### config.mk
export PLATFORM = sky130hd
export DESIGN_NAME = way_part_victim
export DESIGN_NICKNAME = d
export VERILOG_FILES = /design/src/rtl/way_part_victim.sv
export SDC_FILE = /design/constraint.sdc
export NUM_CORES = 1
export LEC_CHECK = 0
export BUFFER_PORTS_ARGS = -buffer_cell sky130_fd_sc_hd__clkbuf_2
export CORE_MARGIN = 3
export CORE_UTILIZATION = 33
export CTS_CLUSTER_DIAMETER = 30
export DETAILED_ROUTE_END_ITERATION = 8
export HOLD_SLACK_MARGIN = 0.12
export PLACE_DENSITY = 0.48
export REMOVE_ABC_BUFFERS = 1
export SYNTH_ARGS = -nofsm -noshare
export SYNTH_HDL_FRONTEND = slang
export SYNTH_SLANG_ARGS = --single-unit
### constraint.sdc
create_clock -name clk -period 68.9 [get_ports clk]
set_input_delay 13.78 -clock clk [delete_from_list [all_inputs] [get_ports clk]]
set_output_delay 13.78 -clock clk [all_outputs]
set_load 0.03 [all_outputs]
### src/rtl/way_part_victim.sv
module way_part_victim #(
  parameter int WAYS = 16
) (
  input  logic                              clk,
  input  logic                              rst_n,
  input  logic                              tgt_we,
  input  logic [$clog2(WAYS+1)-1:0]         tgt_core0,
  input  logic [$clog2(WAYS+1)-1:0]         tgt_core1,
  input  logic                              miss_valid,
  input  logic                              miss_core,
  input  logic [WAYS-1:0]                   way_valid,
  input  logic [WAYS-1:0]                   way_owner,
  input  logic [WAYS*$clog2(WAYS)-1:0]      way_rank,
  output logic                              vic_valid,
  output logic [$clog2(WAYS)-1:0]           vic_way,
  output logic [WAYS-1:0]                   vic_owner_next
);
  localparam int IW = $clog2(WAYS);
  localparam int CW = $clog2(WAYS+1);

  logic [CW-1:0] quota0, quota1, quota_req, own_cnt;
  logic          inv_hit, pref, pref_found;
  logic [IW-1:0] inv_idx, pref_idx, all_idx, pick;
  logic [IW-1:0] pref_rank, all_rank, r;
  logic [CW:0]   tgt_sum;

  assign tgt_sum   = {1'b0, tgt_core0} + {1'b0, tgt_core1};
  assign quota_req = miss_core ? quota1 : quota0;
  assign pref      = (own_cnt < quota_req) ? ~miss_core : miss_core;

  always_comb begin
    inv_hit = 1'b0;
    inv_idx = '0;
    own_cnt = '0;
    for (int i = WAYS-1; i >= 0; i--) begin
      if (!way_valid[i]) begin
        inv_hit = 1'b1;
        inv_idx = IW'(i);
      end
    end
    for (int i = 0; i < WAYS; i++)
      if (way_valid[i] && way_owner[i] == miss_core) own_cnt = own_cnt + 1'b1;
  end

  always_comb begin
    pref_found = 1'b0;
    pref_idx   = '0;
    pref_rank  = '0;
    all_idx    = '0;
    all_rank   = '0;
    r          = '0;
    for (int i = 0; i < WAYS; i++) begin
      r = way_rank[i*IW +: IW];
      if (way_owner[i] == pref && (!pref_found || r > pref_rank)) begin
        pref_found = 1'b1;
        pref_idx   = IW'(i);
        pref_rank  = r;
      end
      if (i == 0 || r > all_rank) begin
        all_idx  = IW'(i);
        all_rank = r;
      end
    end
  end

  assign pick = inv_hit ? inv_idx : (pref_found ? pref_idx : all_idx);

  always_ff @(posedge clk) begin
    if (!rst_n) begin
      quota0         <= CW'(WAYS/2);
      quota1         <= CW'(WAYS - WAYS/2);
      vic_valid      <= 1'b0;
      vic_way        <= '0;
      vic_owner_next <= '0;
    end else begin
      if (tgt_we && tgt_sum == (CW+1)'(WAYS)) begin
        quota0 <= tgt_core0;
        quota1 <= tgt_core1;
      end
      vic_valid <= miss_valid;
      if (miss_valid) begin
        vic_way        <= pick;
        vic_owner_next <= (way_owner & ~(WAYS'(1) << pick)) |
                          (WAYS'(miss_core) << pick);
      end
    end
  end

  AST_QUOTA_SUM: assert property (@(posedge clk) disable iff (!rst_n)
    ({1'b0, quota0} + {1'b0, quota1}) == (CW+1)'(WAYS));
  AST_VALID_LATENCY: assert property (@(posedge clk) disable iff (!rst_n)
    $past(rst_n) |-> vic_valid == $past(miss_valid));
  AST_FILL_OWNER: assert property (@(posedge clk) disable iff (!rst_n)
    vic_valid && $past(rst_n) |-> vic_owner_next[vic_way] == $past(miss_core));
  AST_OTHERS_KEPT: assert property (@(posedge clk) disable iff (!rst_n)
    vic_valid && $past(rst_n) |->
      ((vic_owner_next ^ $past(way_owner)) & ~(WAYS'(1) << vic_way)) == '0);
  AST_INVALID_FIRST: assert property (@(posedge clk) disable iff (!rst_n)
    vic_valid && $past(rst_n) && !$past(&way_valid) |->
      (($past(way_valid) >> vic_way) & WAYS'(1)) == '0);
endmodule

After elaboration in Yosys (flattened, before gate mapping). Cells that the tools add are included. W data, S select, Z words.

Bitwise operators: 4. Muxes and demuxes: 127. $lt $le $gt $ge: 31. Eq/ne operators: 33. Add/sub/neg operators: 16. Shift-type cells: 2. Reductions and logical operators: 62.

Operators with widths (number): $mux W4 (75); $gt A4 B4 Y1 (30); $mux W5 (16); $add A5 B1 Y5 const B (15); $mux W1 (36); $eq A1 B1 Y1 (32); $logic_and A1 B1 Y1 (32); $and A16 B16 Y16 (1); $not A16 Y16 (1); $or A16 B16 Y16 (1); $shl A1 B4 Y16 (1); $shl A1 B4 Y16 const A (1); $logic_not A1 Y1 (15); $logic_or A1 B1 Y1 (15); $add A5 B5 Y6 (1); $eq A6 B5 Y1 const B (1); $lt A5 B5 Y1 (1); $not A1 Y1 (1).

Input port bits: 111. Output and inout port bits: 21. Register bits: 31. Word-level logic and storage cells: 280.

Longest topological paths before layout. Gate-level depths: netlist (run 1).

Depth after elaboration: 103. Gate-level depth with buffers: 196. Gate-level depth less buffers: 188.

Worst setup path before layout (run 1). Ideal clock, no wire load.

Path type: input -> register. From: input port miss_core. To: register vic_owner_next[10]. Stages on the path: 188. Path slack: 22261 ps. Library setup time: 136 ps. Required time: 68764 ps. Buffers on the path: 8. Arrival time: 46503 ps. Cells stage by stage: buf_6 > buf_6 > clkbuf_1 > xnor2_1 > nand2_1 > inv_1 > ha_1 > xor2_1 > ha_1 > nand3_1 > nand2_1 > ha_1 > a21oi_1 > xnor2_1 > o21ai_0 > ha_1 > mux2_2 > xnor2_1 > (+152 left out) > a41o_1 > a21oi_1 > mux2_2 > ha_1 > nor2b_1 > o21ai_0 > nand2b_1 > a21oi_1 > a41o_1 > o22ai_1 > o21ai_0 > nor2b_1 > and3_1 > nand2_1 > a21o_1 > buf_2 > o31ai_1 > a31oi_1.

Word-level cells in the longest chain between the ends: 103. Elaborated cells between the ends (all ways): 196. Classes of those cells: add/sub (15); order compare (16); eq/ne (32); shift (2); mux (66); bitwise (4); reduce/logical (61).

Ends and longest elaborated chain: start, declared (RTL line 10) `input logic miss_core,`; $eq A1 B1 Y1 (RTL line 42) `if (way_valid[i] && way_owner[i] == miss_core) own_cnt = own_cnt + 1'b1;`; $logic_and A1 B1 Y1 (RTL line 42); $mux W1 (RTL line 42); $add A5 B1 Y5 (RTL line 42); $mux W5 (RTL line 42); $add A5 B1 Y5 (RTL line 42); $mux W5 (RTL line 42); $add A5 B1 Y5 (RTL line 42); (+86 left out); $logic_or A1 B1 Y1 (RTL line 54) `if (way_owner[i] == pref && (!pref_found || r > pref_rank)) begin`; $logic_and A1 B1 Y1 (RTL line 54); $mux W4 / $mux W1 (equally long branches) (RTL line 54); $mux W4 (2 in series) (RTL line 66) `assign pick = inv_hit ? inv_idx : (pref_found ? pref_idx : all_idx);`; $shl A1 B4 Y16 (RTL line 83) `vic_owner_next <= (way_owner & ~(WAYS'(1) << pick)) |`; $not A16 Y16 (RTL line 83); $and A16 B16 Y16 (RTL line 83); $or A16 B16 Y16 * (RTL line 83); end signal, assigned (RTL line 83); end, declared (RTL line 16) `output logic [WAYS-1:0] vic_owner_next`.

Mark *: on every way between the ends. The rest lies on a longest branch, timed or not. A chain may end at the register's enable or synchronous reset.

Worst setup path in the final report (run 1).
From: input port miss_core. To: register vic_owner_next[15].

The elaborated chain is that of the path after synthesis.

==> impl_metrics.toml, run 1 <==
[outcome]
status = "complete, no violations"

[setup_path]
required_ps = 69100
crit_path_start_kind = "primary input"
path_class = "primary input to register"
r2r_start = "quota1[2]"
r2r_setup_slack_ps = 39200
r2r-end = "vic_owner_next[15]"
critPathMaxFanout = 44
cp_top_family = "compound AO/OA/AOI/OAI gates"
path_common_cell = "ha_1"
cp_num_buf_inv = 9
end_kind = "register"
cp_slowest_cell = "a21oi_2"
cp.arrival_ps = 50300
r2r_cells = 142
slowest_delay_ps = 600

[yosys]
async_reset_ff_share_pct = 0
syn_area_mm2 = 0.00971
netlist_instances = 1296
yosys_warnings = 0
yosys_most_used_dff = "dfxtp_1"
synth_seq_cells = 31
synth_cell_types = 94
seq_area_frac_synth_pct = 6.39
avgSynthCellArea_um2 = 7.49
synth_edf_count = 0

[cts]
post_cts_buffers = 0
htree_levels = 2
cts.sinks = 31
clk_path_buf_depth = 2
clock_latency_ps = 270
clk_pin_slew_ps = 50
cts-buffers-inserted = 5
root_buffer = "clkbuf_16"
postCtsHoldBufs = 0
cts_tree = "built"
post_cts_resized = 0

[finish]
final_area_mm2 = 0.0107
layout_commonest_cell = "ha_1"
diodes = 0
drive_above_1_share_pct = 16.9
seqCellArea_um2 = 621
layout.nets = 1629
n_fill_cell = 3127
area_growth_pct = 10.5
final_cell_mix = "136 x ha_1, 131 x clkbuf_2, 110 x inv_1, 101 x nand2_1, 82 x nor2_1"
multi_input_area_mm2 = 0.00839
fin_util_pct = 37.2
fin_cells = 1765

[floorplanning]
io_pins = 132
die_y_um = 178
dieArea_mm2 = 0.0315
fp-row-count = 62
core_mm2 = 0.0289
start_util_pct = 33.7
die_w_um = 178

[run]
drv_cap = 0

[drt]
wl_per_cell_um = 16.6
drt-initial-drc-count = 693
drt-total-wl_mm = 29.3
dr.pass1.iters = 8
num_vias = 9501
viasPerCell = 5.38
drc = 0
antenna_left = 0

[sta]
final_hold_viol_count = 0
fin_crit_sh_pct = 72.7
tightest_slew_ps = 746
skew_ps = 3.31
finalSetupViolCount = 0
fin_setup_tns_ps = 0
rsz0062_at_grt = "false"
period_minus_slack_ps = 50110
finalMaxSlewViolations = 0
slew_headroom_pct = 50.3
fmax_mhz = 20.0

[hold_path]
hold_depth = 2
min-delay-start = "quota0[3]"
worstHoldEndpoint = "quota0[3]"
hold_class = "register to register"

[placed_design]
place_congestion = 0.829
hpwl_mm = 24.6
dpl_cell_area_mm2 = 0.0106
port-buffer-count = 131
numPlacedInstances = 1758

[global_route]
antenna_found_initial = 0
grt-ovfl-total = 0
grt_start_max_net_pins = 45
track_usage_pct = 18.2
grt_pass1_vias = 9102
grt_pass1_wl_mm = 47.4
worst max-delay path by stage:
stage	startpoint	end	slack (ps)	depth (start not counted)
after detailed placement	miss_core	vic_owner_next[13]	18660	177
final	miss_core	vic_owner_next[15]	18790	177
after global routing	miss_core	vic_owner_next[12]	14680	178
after floorplan	way_owner[0]	vic_owner_next[9]	23270	179
after CTS	miss_core	vic_owner_next[15]	18820	177
after global placement	miss_core	vic_owner_next[15]	19180	178
synth_stat cells (19+ instances only):
master    count  share of area [%]
ha_1        136                 18
a21oi_1      74                3.8
clkbuf_1     29                1.1
nand2_1     101                3.9
nor2b_1      40                2.6
nor2_1       82                3.2
nand3_1      25                1.3
a41o_1       19                2.0
inv_1       110                4.3
o31ai_1      30                2.3
a31oi_1      31                2.0
mux2_2       48                5.6
o21ai_0      74                3.8
xnor2_1      69                6.2
dfxtp_1      31                6.4
nand2b_1     32                2.1
mux2i_1      58                6.0
nand4_1      28                1.8
state kept, by name (all words and copies together), names as in the netlist:
register and flops:
vic_way 4, vic_owner_next 16, quota0 5, quota1 5, vic_valid 1
kinds of logic after synthesis:
family,Yosys count,synth area share [%]
simple gates,392,20.6
xor+xnor,92,9.21
fa+ha+maj,139,17.9
compound gates,363,26.1
buf+inv,167,7.29
flops,31,6.39
mux,112,12.4
routing by layer:
metal | track usage, % | wire [um]
met1 | 26.4 | 14900
met4 | 2.23 | 240
met3 | 0.792 | 695
met5 | 0 | 0
met2 | 30.6 | 13400
worst register-to-register path: cells and delay by family (launching register included):
kind                     cells  cell delay, ps
buffers and inverters        6             400
adder cells (fa/ha/maj)     17            4830
multiplexers                11            3580
AND/OR/NAND/NOR             36            5260
flip-flops                   1             310
AO/OA/AOI/OAI               70           14840
XOR/XNOR                     2             450
layout make-up:
| cell class | instances | share of cell area, % |
|---|---|---|
| clock buffers | 6 | 1.29 |
| clock inverters | 1 | 0.0466 |
| inverters | 110 | 3.85 |
| multi-input cells | 1098 | 78.2 |
| flip-flops and latches | 31 | 5.78 |
| well taps | 384 | 4.48 |
| repair buffers | 135 | 6.39 |
stage by stage:
| stage | hold WS [ps] | worst slack (ps) |
|---|---|---|
| 6_report | 472 | 18790 |
| 4_1_cts | 482 | 18820 |
| 3_3_place_gp | 459 | 19180 |
| 2_1_floorplan | 439 | 23270 |
| 3_5_place_dp | 469 | 18660 |
| 5_1_grt | 520 | 14680 |
Power of run 1 is not shown: default switching activity piles up to over one toggle a cycle in this logic, so the estimate is an artifact.
==> inputs of run 2 (changes only) <==
==> constraint.sdc (replaced) <==
create_clock -name clk -period 50.1 [get_ports clk]
set_input_delay 10.02 -clock clk [delete_from_list [all_inputs] [get_ports clk]]
set_output_delay 10.02 -clock clk [all_outputs]
set_load 0.03 [all_outputs]
==> run 2 against run 1 <==
Utilization up 0.10 points. Final area up 0.28%. Die area unchanged. Wire length down 0.73%. Critical path type unchanged. Largest cell class unchanged.
==> impl_metrics.toml, run 2 (same netlist as run 1, synthesis figures left out) <==
[outcome]
status = "complete, no violations"

[finish]
diodes = 0
area_growth_pct = 10.8
drive_above_1_share_pct = 16.9
reg_top3 = "vic_owner_next x16, quota0 x5, quota1 x5"
layout.nets = 1629
layout_commonest_cell = "ha_1"
largest_register_ffs = 16
largest_register = "vic_owner_next"
final_cell_mix = "136 x ha_1, 131 x clkbuf_2, 110 x inv_1, 101 x nand2_1, 82 x nor2_1"
fin_util_pct = 37.3

[setup_path]
cp_slowest_cell = "a21oi_2"
r2r-end = "vic_owner_next[6]"
cp.arrival_ps = 46710
end_kind = "register"
cp-startpoint = "miss_core"
r2r_cells = 144
path_class = "primary input to register"
crit_path_start_kind = "primary input"
slowest_delay_ps = 610
path_common_cell = "ha_1"
critPathMaxFanout = 47
endpoint = "vic_owner_next[6]"
required_ps = 50300
r2r_start = "quota1[2]"
r2r_setup_slack_ps = 20470

[sta]
skew_ps = 3.44
slew_headroom_pct = 48.5
finalSetupViolCount = 0
rsz0062_at_grt = "false"
layout_setup_ws_ps = 3590
fin_setup_tns_ps = 0
fmax_mhz = 21.5
period_minus_slack_ps = 46510
tightest_slew_ps = 773
finalMaxSlewViolations = 0
final_hold_viol_count = 0
worst_hold_slack_ps = 476
fin_crit_sh_pct = 92.8

[floorplanning]
core_mm2 = 0.0289
fp-row-count = 62
dieArea_mm2 = 0.0315
io_pins = 132
die_w_um = 178
start_util_pct = 33.7
die_y_um = 178

[placed_design]
place_ws_ps = 3440
place_congestion = 0.804
port-buffer-count = 131
hpwl_mm = 24.5

[drt]
viasPerCell = 5.37
drc = 0
drt-initial-drc-count = 510
wl_per_cell_um = 16.4
dr.pass1.iters = 5
antenna_left = 0
drt-total-wl_mm = 29.0
num_vias = 9490

[cts]
post_cts_buffers = 0
cts.sinks = 31
clk_path_buf_depth = 2
clock_latency_ps = 270
cts-buffers-inserted = 5
root_buffer = "clkbuf_16"
htree_levels = 2
cts_tree = "built"
postCtsHoldBufs = 0
clk_pin_slew_ps = 50
post_cts_resized = 0

[global_route]
grt-ovfl-total = 0
track_usage_pct = 18.3
antenna_found_initial = 0
grt_start_max_net_pins = 48
grt_pass1_wl_mm = 47.9
grt_pass1_vias = 9204

[hold_path]
min-delay-start = "quota0[3]"
hold_class = "register to register"

[run]
drv_cap = 0
-- run 2: cell types whose count changed in the layout (fill, tap and decap cells not counted) --
| cell | delta |
|---|---|
| bufinv_16 | +1 |
-- run 2: worst max-delay path: cells and delay by family --
| kind | cells | cell delay, ps |
|---|---|---|
| compound gates | 78 | 16230 |
| xor+xnor | 14 | 2770 |
| buf+inv | 10 | 1090 |
| fa+ha+maj | 24 | 6830 |
| mux | 12 | 3980 |
| simple gates | 44 | 5730 |
-- run 2: worst min path at each step --
stage / end / slack (ps) / depth (start not counted)
detailed placement: quota0[3] / 470 / 2
finish: quota0[3] / 480 / 2
global route: quota0[3] / 510 / 2
floorplan: quota0[3] / 440 / 2
CTS: quota0[3] / 480 / 2
global placement: quota0[3] / 460 / 2
-- run 2: metrics by stage --
stage               instances  cell area, um^2
CTS                      1766            10800
finish                   1766            10800
detailed placement       1758            10600
global placement         1758            10600
floorplan                1239             9420
global route             1766            10800
-- run 2: layout make-up --
cell class / instances / area (um^2)
inverter: 110 / 413
timing repair buffer: 135 / 686
fill: 3118 / 18100
sequential: 31 / 621
clock buffer: 6 / 139
clock inverter: 2 / 35.0
tap: 384 / 480
multi-input combinational: 1098 / 8390
-- run 2: metal layers --
metal	wire length, um	share of wire [%]	global-route usage (%)
met4	337	1.2	2.72
met3	781	2.7	1.09
met5	0	0	0
met2	13200	45	30.4
met1	14700	51	26.4
Power of run 2 is left out for the same reason.
==> inputs of run 3 (changes only) <==
--- a/config.mk
+++ b/config.mk
@@ -6,13 +6,17 @@
 export NUM_CORES = 1
 export LEC_CHECK = 0
 export BUFFER_PORTS_ARGS = -buffer_cell sky130_fd_sc_hd__clkbuf_2
+export CELL_PAD_IN_SITES_DETAIL_PLACEMENT = 0
+export CELL_PAD_IN_SITES_GLOBAL_PLACEMENT = 1
 export CORE_MARGIN = 3
 export CORE_UTILIZATION = 33
 export CTS_CLUSTER_DIAMETER = 30
 export DETAILED_ROUTE_END_ITERATION = 8
 export HOLD_SLACK_MARGIN = 0.12
-export PLACE_DENSITY = 0.48
+export PLACE_DENSITY = 0.62
+export RECOVER_POWER = 50
 export REMOVE_ABC_BUFFERS = 1
+export SLEW_MARGIN = 0
 export SYNTH_ARGS = -nofsm -noshare
 export SYNTH_HDL_FRONTEND = slang
 export SYNTH_SLANG_ARGS = --single-unit
==> run 3 against run 2 <==
Non-clock buffer count down 1. Die area unchanged. Critical path type unchanged. Fmax up 0.29%. Utilization down 0.056 points. Highest routed layer unchanged. Flip-flop and latch count unchanged. Hold slack better by 5.3 ps. Final area down 0.15%. First-iteration DRC count down 4.1%. Wire length about the same. Largest cell class unchanged. Setup slack better by 130 ps. Via count down 0.22%.
==> impl_metrics.toml, run 3 (same netlist as run 1, synthesis figures left out) <==
[setup_path]
cp_top_family = "compound AO/OA/AOI/OAI gates"
path_common_cell = "ha_1"
crit_path_start_kind = "primary input"
cp_slowest_cell = "a221oi_1"
end_kind = "register"
required_ps = 50230
cp_num_buf_inv = 9
slowest_delay_ps = 540
path_class = "primary input to register"
critPathMaxFanout = 47
cp.arrival_ps = 46510

[hold_path]
hold_class = "register to register"

[cts]
post_cts_buffers = 0
htree_levels = 2
root_buffer = "clkbuf_16"
clock_latency_ps = 280
clk_pin_slew_ps = 60
postCtsHoldBufs = 0
clk_path_buf_depth = 2
cts.sinks = 31
post_cts_resized = 0
cts-buffers-inserted = 5
cts_tree = "built"

[run]
drv_cap = 0

[drt]
viasPerCell = 5.36
antenna_left = 0
drt-initial-drc-count = 489
num_vias = 9469
dr.pass1.iters = 5
drc = 0
wl_per_cell_um = 16.4
drt-total-wl_mm = 29.0

[global_route]
track_usage_pct = 18.0
grt_start_max_net_pins = 48
grt_pass1_wl_mm = 47.2
grt-ovfl-total = 0
grt_pass1_vias = 9139
antenna_found_initial = 0

[outcome]
status = "complete, no violations"

[floorplanning]
fp-row-count = 62
io_pins = 132
dieArea_mm2 = 0.0315
start_util_pct = 33.7
core_mm2 = 0.0289
die_w_um = 178
die_y_um = 178

[placed_design]
place_congestion = 0.820
hpwl_mm = 24.3
place_ws_ps = 2960
port-buffer-count = 131

[sta]
period_minus_slack_ps = 46380
layout_setup_ws_ps = 3720
finalMaxSlewViolations = 0
skew_ps = 4.96
slew_headroom_pct = 51.1
rsz0062_at_grt = "false"
finalSetupViolCount = 0
tightest_slew_ps = 733
fin_crit_sh_pct = 92.6
fin_setup_tns_ps = 0
fmax_mhz = 21.6
final_hold_viol_count = 0

[finish]
layout_commonest_cell = "ha_1"
drive_above_1_share_pct = 15.4
largest_register_ffs = 16
final_cell_mix = "136 x ha_1, 110 x inv_1, 109 x clkbuf_2, 101 x nand2_1, 82 x nor2_1"
area_growth_pct = 10.6
layout.nets = 1628
largest_register = "vic_owner_next"
reg_top3 = "vic_owner_next x16, quota0 x5, quota1 x5"
diodes = 0
n_fill_cell = 3141
## run 3: cell types whose count changed in the layout (fill, tap and decap cells not counted), sizes merged
cell,change
bufinv,-1
buf,-2
clkbuf,+2
clkinv,-1
clkinvlp,+1
## run 3: per-stage QoR
stage	hold slack (ps)	instances	utilization, %	cell area (um^2)
2_1_floorplan	439	1239	-	9420
3_3_place_gp	452	1757	36.7	10600
3_5_place_dp	474	1757	36.7	10600
4_1_cts	488	1765	37.2	10700
5_1_grt	499	1765	37.2	10700
6_report	481	1765	37.2	10700
## run 3: layer usage
metal  vias up  part of all wire, %  track usage (%)
met4         0                  1.4             3.47
met2       138                   45             29.9
met1      4369                   50             25.9
met3        18                  2.9            0.984
met5         -                    0                0
li1       4944                    -                -
## run 3: path summary, 6_finish.rpt
kind	cells past startpoint	slack (ps)	to	start
setup reg to reg	140	20280	vic_owner_next[8]	quota1[2]
hold / removal	2	480	quota0[3]	quota0[3]
setup / recovery	179	3720	vic_owner_next[8]	miss_core
hold reg to reg	2	480	quota0[3]	quota0[3]
## run 3: tightest hold or removal path: stages, from the launching register on
cell and delay, ps:
dfxtp_1 320, mux2i_1 70, nand2_1 60
## run 3: layout make-up
| class | count | area [um^2] | area share, % |
|---|---|---|---|
| inverter | 110 | 413 | 3.84 |
| clock inverter | 1 | 7.51 | 0.0699 |
| multi-input combinational | 1098 | 8420 | 78.4 |
| timing repair buffer | 134 | 651 | 6.05 |
| tap | 384 | 480 | 4.47 |
| clock buffer | 7 | 153 | 1.42 |
| sequential | 31 | 621 | 5.78 |
Power of run 3 is left out for the same reason.
